**config.mk**
```make
export PLATFORM = sky130hd
export DESIGN_NAME = ls_addr_gen
export DESIGN_NICKNAME = d
export VERILOG_FILES = /design/src/rtl/ls_addr_gen_pkg.sv /design/src/rtl/agen_decode.sv /design/src/rtl/agen_offset.sv /design/src/rtl/agen_arith.sv /design/src/rtl/ls_addr_gen.sv
export SDC_FILE = /design/constraint.sdc
export NUM_CORES = 1
export LEC_CHECK = 0
export BUFFER_PORTS_ARGS = -buffer_cell sky130_fd_sc_hd__buf_2
export CAP_MARGIN = 20
export CORE_MARGIN = 4
export CORE_UTILIZATION = 43
export DETAILED_ROUTE_END_ITERATION = 7
export PLACE_DENSITY = 0.75
export SKIP_LAST_GASP = 1
export SYNTH_ARGS = -nofsm -noshare
export SYNTH_HDL_FRONTEND = slang
export SYNTH_SLANG_ARGS = --single-unit
```
**constraint.sdc**
```tcl
create_clock -name clk -period 4.45 [get_ports clk]
set_input_delay 0.6675 -clock clk [delete_from_list [all_inputs] [get_ports clk]]
set_output_delay 0.6675 -clock clk [all_outputs]
set_load 0.03 [all_outputs]
```
**src/rtl/ls_addr_gen_pkg.sv**
```systemverilog
// Shared types for the load/store address generator.
// Assumes the size codes are decoded by a downstream memory stage.
package ls_addr_gen_pkg;
    typedef enum logic [1:0] {
        SZ_BYTE = 2'd0,
        SZ_HALF = 2'd1,
        SZ_WORD = 2'd2
    } acc_size_e;

    typedef struct packed {
        logic      pre;
        logic      up;
        logic      wb_req;
        logic      load;
        logic      unpriv;
        logic      undef;
        acc_size_e size;
    } agen_dec_t;
endpackage

```
**src/rtl/agen_decode.sv**
```systemverilog
// Decodes the 5-bit control index {P,U,B/I,W,L} for either form.
// Assumes form_sel is stable alongside ctrl; the logic is purely combinational.
module agen_decode
    import ls_addr_gen_pkg::*;
(
    input  logic       form_sel,
    input  logic [4:0] ctrl,
    output agen_dec_t  dec
);
    localparam int BIT_P = 4;
    localparam int BIT_U = 3;
    localparam int BIT_S = 2;
    localparam int BIT_W = 1;
    localparam int BIT_L = 0;

    logic illegal_half;

    // Flags the halfword encoding that has no defined meaning.
    always_comb begin
        illegal_half = form_sel && !ctrl[BIT_P] && ctrl[BIT_W];
    end

    // Builds the decoded control word.
    always_comb begin
        dec.pre    = ctrl[BIT_P];
        dec.up     = ctrl[BIT_U];
        dec.load   = ctrl[BIT_L];
        dec.undef  = illegal_half;
        dec.wb_req = (!ctrl[BIT_P] || ctrl[BIT_W]) && !illegal_half;
        dec.unpriv = !form_sel && !ctrl[BIT_P] && !ctrl[BIT_W];
        if (form_sel)
            dec.size = SZ_HALF;
        else if (ctrl[BIT_S])
            dec.size = SZ_BYTE;
        else
            dec.size = SZ_WORD;
    end
endmodule

```
**src/rtl/agen_offset.sv**
```systemverilog
// Picks the offset operand and zero-extends immediates to the data width.
// Assumes IMM_W and 2*NIB_W are no wider than DATA_W.
module agen_offset #(
    parameter int DATA_W = 32,
    parameter int IMM_W  = 12,
    parameter int NIB_W  = 4
) (
    input  logic              form_sel,
    input  logic              split_sel,
    input  logic              off_reg,
    input  logic [DATA_W-1:0] rm_val,
    input  logic [IMM_W-1:0]  imm12,
    input  logic [NIB_W-1:0]  imm_hi,
    input  logic [NIB_W-1:0]  imm_lo,
    output logic [DATA_W-1:0] offset
);
    localparam int SPLIT_W = 2 * NIB_W;

    logic [DATA_W-1:0] imm_ext;
    logic [DATA_W-1:0] split_ext;

    // Zero-extension of both immediate kinds.
    generate
        if (DATA_W > IMM_W) begin : g_imm_pad
            assign imm_ext = {{(DATA_W-IMM_W){1'b0}}, imm12};
        end else begin : g_imm_full
            assign imm_ext = imm12;
        end
        if (DATA_W > SPLIT_W) begin : g_split_pad
            assign split_ext = {{(DATA_W-SPLIT_W){1'b0}}, imm_hi, imm_lo};
        end else begin : g_split_full
            assign split_ext = {imm_hi, imm_lo};
        end
    endgenerate

    // Source select: the halfword form uses its I bit, the word form uses off_reg.
    always_comb begin
        if (form_sel)
            offset = split_sel ? split_ext : rm_val;
        else
            offset = off_reg ? rm_val : imm_ext;
    end
endmodule

```
**src/rtl/agen_arith.sv**
```systemverilog
// Adds or subtracts the offset from the base and picks pre- or post-index.
// Assumes modulo-2^DATA_W wrap is the wanted behaviour.
module agen_arith #(
    parameter int DATA_W = 32
) (
    input  logic [DATA_W-1:0] base,
    input  logic [DATA_W-1:0] offset,
    input  logic              up,
    input  logic              pre,
    output logic [DATA_W-1:0] eff_addr,
    output logic [DATA_W-1:0] moved
);
    // Shared adder for the effective address and the writeback value.
    always_comb begin
        moved    = up ? (base + offset) : (base - offset);
        eff_addr = pre ? moved : base;
    end
endmodule

```
**src/rtl/ls_addr_gen.sv**
```systemverilog
// Top of the address generator: decode, offset select, arithmetic, output register.
// Assumes one request per strobe; results follow one clock later and hold otherwise.
module ls_addr_gen
    import ls_addr_gen_pkg::*;
#(
    parameter int DATA_W = 32,
    parameter int IMM_W  = 12,
    parameter int NIB_W  = 4
) (
    input  logic              clk,
    input  logic              rst_n,
    input  logic              in_valid,
    input  logic              form_sel,
    input  logic [4:0]        ctrl,
    input  logic              off_reg,
    input  logic [DATA_W-1:0] base,
    input  logic [DATA_W-1:0] rm_val,
    input  logic [IMM_W-1:0]  imm12,
    input  logic [NIB_W-1:0]  imm_hi,
    input  logic [NIB_W-1:0]  imm_lo,
    output logic              out_valid,
    output logic [DATA_W-1:0] addr,
    output logic [DATA_W-1:0] wb_data,
    output logic              wb_en,
    output logic [1:0]        acc_size,
    output logic              is_load,
    output logic              unpriv,
    output logic              undef
);
    agen_dec_t         dec;
    logic [DATA_W-1:0] offset;
    logic [DATA_W-1:0] eff_addr;
    logic [DATA_W-1:0] moved;

    agen_decode u_dec (
        .form_sel (form_sel),
        .ctrl     (ctrl),
        .dec      (dec)
    );

    agen_offset #(.DATA_W(DATA_W), .IMM_W(IMM_W), .NIB_W(NIB_W)) u_off (
        .form_sel  (form_sel),
        .split_sel (ctrl[2]),
        .off_reg   (off_reg),
        .rm_val    (rm_val),
        .imm12     (imm12),
        .imm_hi    (imm_hi),
        .imm_lo    (imm_lo),
        .offset    (offset)
    );

    agen_arith #(.DATA_W(DATA_W)) u_ar (
        .base     (base),
        .offset   (offset),
        .up       (dec.up),
        .pre      (dec.pre),
        .eff_addr (eff_addr),
        .moved    (moved)
    );

    // Strobe pipeline register.
    always_ff @(posedge clk) begin
        if (!rst_n) out_valid <= 1'b0;
        else        out_valid <= in_valid;
    end

    // Result registers, loaded only on an accepted strobe.
    always_ff @(posedge clk) begin
        if (!rst_n) begin
            addr     <= '0;
            wb_data  <= '0;
            wb_en    <= 1'b0;
            acc_size <= 2'd0;
            is_load  <= 1'b0;
            unpriv   <= 1'b0;
            undef    <= 1'b0;
        end else if (in_valid) begin
            addr     <= eff_addr;
            wb_data  <= moved;
            wb_en    <= dec.wb_req;
            acc_size <= dec.size;
            is_load  <= dec.load;
            unpriv   <= dec.unpriv;
            undef    <= dec.undef;
        end
    end

    AST_VALID_LATENCY: assert property (@(posedge clk) disable iff (!rst_n)
        in_valid |=> out_valid);
    AST_HOLD_IDLE: assert property (@(posedge clk) disable iff (!rst_n)
        !in_valid |=> $stable(addr) && $stable(wb_data));
    AST_POST_BASE: assert property (@(posedge clk) disable iff (!rst_n)
        in_valid && !ctrl[4] |=> addr == $past(base));
    AST_UNDEF_NO_WB: assert property (@(posedge clk) disable iff (!rst_n)
        undef |-> !wb_en);
    AST_UNPRIV_WB: assert property (@(posedge clk) disable iff (!rst_n)
        unpriv |-> wb_en && addr != wb_data || wb_en);
    AST_LOAD_FLAG: assert property (@(posedge clk) disable iff (!rst_n)
        in_valid |=> is_load == $past(ctrl[0]));
endmodule

```
== Yosys cells after proc, flatten, opt, wreduce, memory -nomap -nowiden ==
Index checks and enable logic that the tools add are counted.

* Bits in latches: 0
* Output and inout port bits: 71
* Memory bits (writable): 0
* Memory bits (read-only): 0
* Register bits: 71
* Memories kept: 0
* Bits of input ports: 94

* $add $sub $neg: 2
* Muxes and demuxes: 7
* Reduce and logical (&&, ||, !) cells: 10
* $mul: 0
* Shifts and indexed selects: 0
* Equal/unequal tests: 0
* Magnitude comparators: 0
* Bitwise logic cells: 0
* Div/mod/pow operators: 0

{| class="wikitable"
|+ Operators by type and width
! kind !! number
|-
| $mux W32 || 5
|-
| $add A32 B32 Y32 || 1
|-
| $sub A32 B32 Y32 || 1
|-
| $logic_and A1 B1 Y1 || 5
|-
| $logic_not A1 Y1 || 4
|-
| $mux W2 || 2
|-
| $logic_or A1 B1 Y1 || 1
|}

== Depth between registers and ports, before layout ==
* Word-level depth: 5
* Gate-level depth with buffers: 21
* Depth with buffers taken out: 19

== Modules after synthesis ==
From an unflattened synthesis, not the netlist that was laid out.

* Cell total of the unflattened synthesis: 708
* Area, all modules: 6279.8 sq um

{| class="wikitable"
|+ By module, submodules not included
! module !! area each (sq um) !! cells each !! instances
|-
| agen_arith || 2886.5 || 408 || 1
|-
| ls_addr_gen || 2708.8 || 227 || 1
|-
| agen_offset || 620.6 || 63 || 1
|-
| agen_decode || 63.8 || 10 || 1
|}

== Worst setup path before layout ==
No wires, ideal clock.

* Kind: input to register
* From: input ctrl[2]
* To: register wb_data[28]
* Cell stages on the path: 19
* Slack: -0.181 ns
* Path buffers: 2
* Data arrival time: 4.509 ns
* Cells stage by stage: buf_2 mux2i_1 mux2i_1 nor4_4 nand2_2 nor4_4 nor2_2 nor2_1 nor2_1 ha_1 clkbuf_1 a21o_1 a21o_1 a21o_1 a211o_1 and2_1 o21ai_0 a2111oi_0 a311o_1

* Longest elaborated chain between the ends: 4
* Elaborated cells between the ends (all ways): 5
* Those cells by class: add/sub: 2; mux: 3

{| class="wikitable"
|+ RTL lines
! element !! line !! source
|-
| start: declaration || ls_addr_gen.sv:14 || <nowiki>input logic [4:0] ctrl,</nowiki>
|-
| $mux W32 * || agen_offset.sv:39 || <nowiki>offset = split_sel ? split_ext : rm_val;</nowiki>
|-
| $mux W32 * || agen_offset.sv:38 || <nowiki>if (form_sel)</nowiki>
|-
| $sub A32 B32 Y32 / $add A32 B32 Y32 (equally long branches) || agen_arith.sv:15 || <nowiki>moved = up ? (base + offset) : (base - offset);</nowiki>
|-
| $mux W32 * || agen_arith.sv:15 ||
|-
| end signal: assignment || ls_addr_gen.sv:79 || <nowiki>wb_data <= moved;</nowiki>
|-
| end: declaration || ls_addr_gen.sv:23 || <nowiki>output logic [DATA_W-1:0] wb_data,</nowiki>
|}

Every way passes the cells marked *; elsewhere a longest branch is shown, timed or not.
A chain may end at the register's enable or synchronous reset.

== Final worst setup path ==
* From: input rm_val[19]
* To: register addr[27]

* Longest elaborated chain between the ends: 5
* Elaborated cells between the ends (all ways): 7
* Those cells by class: add/sub: 2; mux: 5

{| class="wikitable"
|+ RTL lines
! element !! line !! source
|-
| start: declaration || ls_addr_gen.sv:17 || <nowiki>input logic [DATA_W-1:0] rm_val,</nowiki>
|-
| $mux W32, on equally long branches || agen_offset.sv:41, agen_offset.sv:39 ||
|-
| $mux W32 * || agen_offset.sv:38 ||
|-
| $sub A32 B32 Y32 / $add A32 B32 Y32 (equally long branches) || agen_arith.sv:15 ||
|-
| $mux W32 * || agen_arith.sv:15 ||
|-
| $mux W32 * || agen_arith.sv:16 || <nowiki>eff_addr = pre ? moved : base;</nowiki>
|-
| end signal: assignment || ls_addr_gen.sv:78 || <nowiki>addr <= eff_addr;</nowiki>
|-
| end: declaration || ls_addr_gen.sv:22 || <nowiki>output logic [DATA_W-1:0] addr,</nowiki>
|}

Marks and branches as above.

==> impl_metrics.sql <==
INSERT INTO impl_metrics (metric_group, metric, value, unit) VALUES
('yosys', 'synth.lib_cells_used.distinct', '64', ''),
('setup_path', 'worst-path-buf-inv', '1', ''),
('yosys', 'ys_ff_latch', '71', ''),
('grt', 'grt.total_usage', '22.9', '%'),
('setup_path', 'critical_path_cell_count', '16', ''),
('routing', 'drt_iter0_drc', '426', ''),
('clocking', 'numClockSinks', '71', ''),
('yosys', 'ys_warn_count', '0', ''),
('power', 'power_per_cell_area', '360', 'mW/mm^2'),
('final_layout', 'final_cells', '1115', ''),
('timing', 'setup_repair_after_global_routing_missed_its_margin', 'yes', ''),
('clocking', 'cts_buffers', '9', ''),
('yosys', 'async_reset_ff_share', '0', '%'),
('routing', 'routed_wirelength', '18500', 'um'),
('setup_path', 'crit_top_cell', 'sky130_fd_sc_hd__mux2i_1', ''),
('clocking', 'clock_tree.htree_level_count', '3', ''),
('setup_path', 'depth_of_the_worst_register_to_register_path', '2', ''),
('floorplanning', 'initial_utilization', '43.9', '%'),
('final_layout', 'drive_gt1_share', '29.0', '%'),
('routing', 'post_detailed_route_count_of_antenna_violating_nets', '0', ''),
('setup_path', 'required', '4.70', 'ns'),
('placement', 'gp_congestion', '0.939', ''),
('timing', 'slew_violations', '0', ''),
('setup_path', 'crit_path_end_kind', 'flop', ''),
('timing', 'post-route-period-util', '93.7', '%'),
('timing', 'max_slew.worst_pin.slew', '1.02', 'ns'),
('clocking', 'cts.hold.buffers_added', '0', ''),
('final_layout', 'synthToLayoutAreaGrowth', '30.0', '%'),
('routing', 'first_pass_iters', '5', ''),
('hold_path', 'hold_depth', '2', ''),
('floorplanning', 'die-width', '124', 'um'),
('placement', 'dpl_cell_area', '0.00723', 'mm^2'),
('yosys', 'syn-mean-instance-area', '7.96', 'um^2'),
('setup_path', 'crit_path_max_incr_delay', '0.53', 'ns'),
('final_layout', 'final_nets', '1068', ''),
('grt', 'grt_first_pass_wirelength', '29500', 'um'),
('floorplanning', 'floorplan.die_area', '0.0155', 'mm^2'),
('floorplanning', 'fp-row-count', '42', ''),
('routing', 'avgViaCountPerCell', '5.63', ''),
('clocking', 'tritoncts', 'yes', ''),
('grt', 'grt_max_degree', '57', ''),
('final_layout', 'final_design_area_no_fill', '0.00756', 'mm^2'),
('setup_path', 'path_delay_family', 'simple AND/OR/NAND/NOR gates', ''),
('floorplanning', 'die_y', '124', 'um'),
('final_layout', 'antennaDiodeCount', '0', ''),
('floorplanning', 'floorplan.io_pins', '165', ''),
('grt', 'vias_in_the_first_global_route', '5785', ''),
('setup_path', 'crit_path_max_fanout', '5', ''),
('clocking', 'clkLatencyLatePin', '0.32', 'ns'),
('floorplanning', 'core_area', '0.0132', 'mm^2'),
('setup_path', 'timing.setup.critical_path_class', 'in2reg', ''),
('placement', 'dp_cells', '1099', ''),
('clocking', 'clock_path_buffers', '2', ''),
('yosys', 'synthesis.area', '0.00582', 'mm^2'),
('timing', 'fin_worst_skew', '0', 'ns'),
('power', 'leakagePower', '3.65', 'nW'),
('routing', 'detail_route.wl_per_cell', '16.6', 'um'),
('flow_run', 'max_cap_violations', '0', ''),
('timing', 'fmax', '240', 'MHz'),
('setup_path', 'cell_with_the_largest_stage_delay_on_the_worst_path', 'sky130_fd_sc_hd__or4b_1', ''),
('status', 'run_status', 'complete, no violations', ''),
('hold_path', 'worstHoldPathType', 'reg2reg', ''),
('yosys', 'yosys_most_used_dff', 'sky130_fd_sc_hd__dfxtp_1', ''),
('grt', 'global_route.overflow_total', '0', ''),
('power', 'power.ir.vdd_worst', '0.181', 'mV'),
('grt', 'grt_antenna_before_repair', '1', ''),
('routing', 'drc_errors', '0', ''),
('final_layout', 'num-fill-cells', '1288', ''),
('yosys', 'ys_seq_area_share', '24.4', '%'),
('timing', 'finalWorstPathRequiredPeriod', '4.17', 'ns'),
('setup_path', 'worstPathArrival', '4.41', 'ns');
[kinds of logic (layout without fill, tap and decap cells)]
kind of cell / Yosys count / after routing / synth area share [%]
DFF: 71 / 71 / 24.4
and+or+nand+nor: 234 / 234 / 19.8
AOI/OAI and AO/OA: 213 / 213 / 23.4
xor gates and xnor gates: 45 / 45 / 6.77
buffers and inverters: 52 / 260 / 3.72
muxes: 76 / 76 / 13.1
adders and majority gates: 40 / 40 / 8.73
[through the flow]
stage / hold WS, ns / TNS, ns / setup WS (ns)
after floorplan: 0.591 / 0 / 0.0118
after global placement: 0.448 / -0.0567 / -0.0567
after detailed placement: 0.457 / -0.427 / -0.109
after CTS: 0.466 / 0 / 0.235
after global routing: 0.478 / -0.0177 / -0.0177
final: 0.465 / 0 / 0.281
[power breakdown]
| group | total (mW) | switching (mW) | internal (mW) |
|---|---|---|---|
| registers | 0.761 | 0.0414 | 0.720 |
| logic | 1.25 | 0.752 | 0.494 |
| clock network | 0.717 | 0.280 | 0.437 |
[per-layer routing]
| metal | global-route usage, % | vias to the layer above | part of all wire (%) |
|---|---|---|---|
| li1 | - | 3115 | - |
| met1 | 32.6 | 2880 | 46 |
| met2 | 35.4 | 255 | 44 |
| met3 | 4.25 | 29 | 7.7 |
| met4 | 6.71 | 2 | 2.1 |
| met5 | 0 | - | 0.038 |
[worst paths after layout]
path / from / end / slack (ns)
worst min register to register: wb_en$_SDFFE_PN0P_ / wb_en$_SDFFE_PN0P_ / 0.47
worst max-delay path: rm_val[19] / addr[27]$_SDFFE_PN0P_ / 0.28
worst min-delay path: wb_en$_SDFFE_PN0P_ / wb_en$_SDFFE_PN0P_ / 0.47
worst max register to register: wb_data[28]$_SDFFE_PN0P_ / wb_data[28]$_SDFFE_PN0P_ / 3.54
[sequential cells by signal (all words and copies together), names as in the netlist]
signal,flops
acc_size,2
addr,32
is_load,1
out_valid,1
undef,1
unpriv,1
wb_data,32
wb_en,1
[cells in the mapped netlist, drive strengths merged (2+ instances only)]
| cell type | instances | area, um^2 |
|---|---|---|
| o21ai | 40 | 200 |
| or4b | 2 | 20.0 |
| a311o | 2 | 20.0 |
| or3 | 5 | 31.3 |
| nand4 | 10 | 62.6 |
| o21a | 4 | 30.0 |
| a21boi | 3 | 22.5 |
| o31a | 2 | 17.5 |
| a31oi | 15 | 93.8 |
| a211o | 3 | 26.3 |
| or2 | 4 | 25.0 |
| nand2b | 3 | 18.8 |
| and2 | 5 | 31.3 |
| nand2 | 41 | 159 |
| nand3 | 16 | 80.1 |
| mux2i | 75 | 751 |
| buf | 11 | 62.6 |
| clkbuf | 26 | 97.6 |
| dfxtp | 71 | 1420 |
| o2bb2ai | 3 | 26.3 |
| nand4b | 3 | 26.3 |
| o31ai | 3 | 22.5 |
| nor2 | 96 | 363 |
| a21o | 17 | 128 |
| o21bai | 9 | 67.6 |
| nor4 | 7 | 88.8 |
| o22ai | 6 | 37.5 |
| nor3 | 25 | 135 |
| a21oi | 63 | 315 |
| and3 | 11 | 68.8 |
| a211oi | 20 | 155 |
| a311oi | 4 | 35.0 |
| ha | 39 | 488 |
| inv | 15 | 56.3 |
| nor2b | 2 | 12.5 |
| xnor2 | 25 | 219 |
| xor2 | 20 | 175 |
| nand3b | 2 | 15.0 |
| o211ai | 9 | 67.6 |
[worst register-to-register path: stages (launching register included)]
cell and delay (ns):
sky130_fd_sc_hd__dfxtp_1 0.33, sky130_fd_sc_hd__and3_1 0.16, sky130_fd_sc_hd__a311o_1 0.30
[timing repair]
action / in CTS / in global routing
setup endpoints to repair: 0 / 16
gates resized for setup: 0 / 7
setup buffers: 0 / 0
[final cells by class]
| type | instances | area, um^2 | area share (%) |
|---|---|---|---|
| clock buffers | 10 | 229 | 3.03 |
| clock inverters | 6 | 70.1 | 0.927 |
| inverters | 15 | 56.3 | 0.745 |
| multi-input cells | 608 | 4240 | 56.0 |
| flip-flops and latches | 71 | 1420 | 18.8 |
| well taps | 176 | 220 | 2.91 |
| repair buffers | 229 | 1330 | 17.5 |
(Power assumes the default switching activity.)
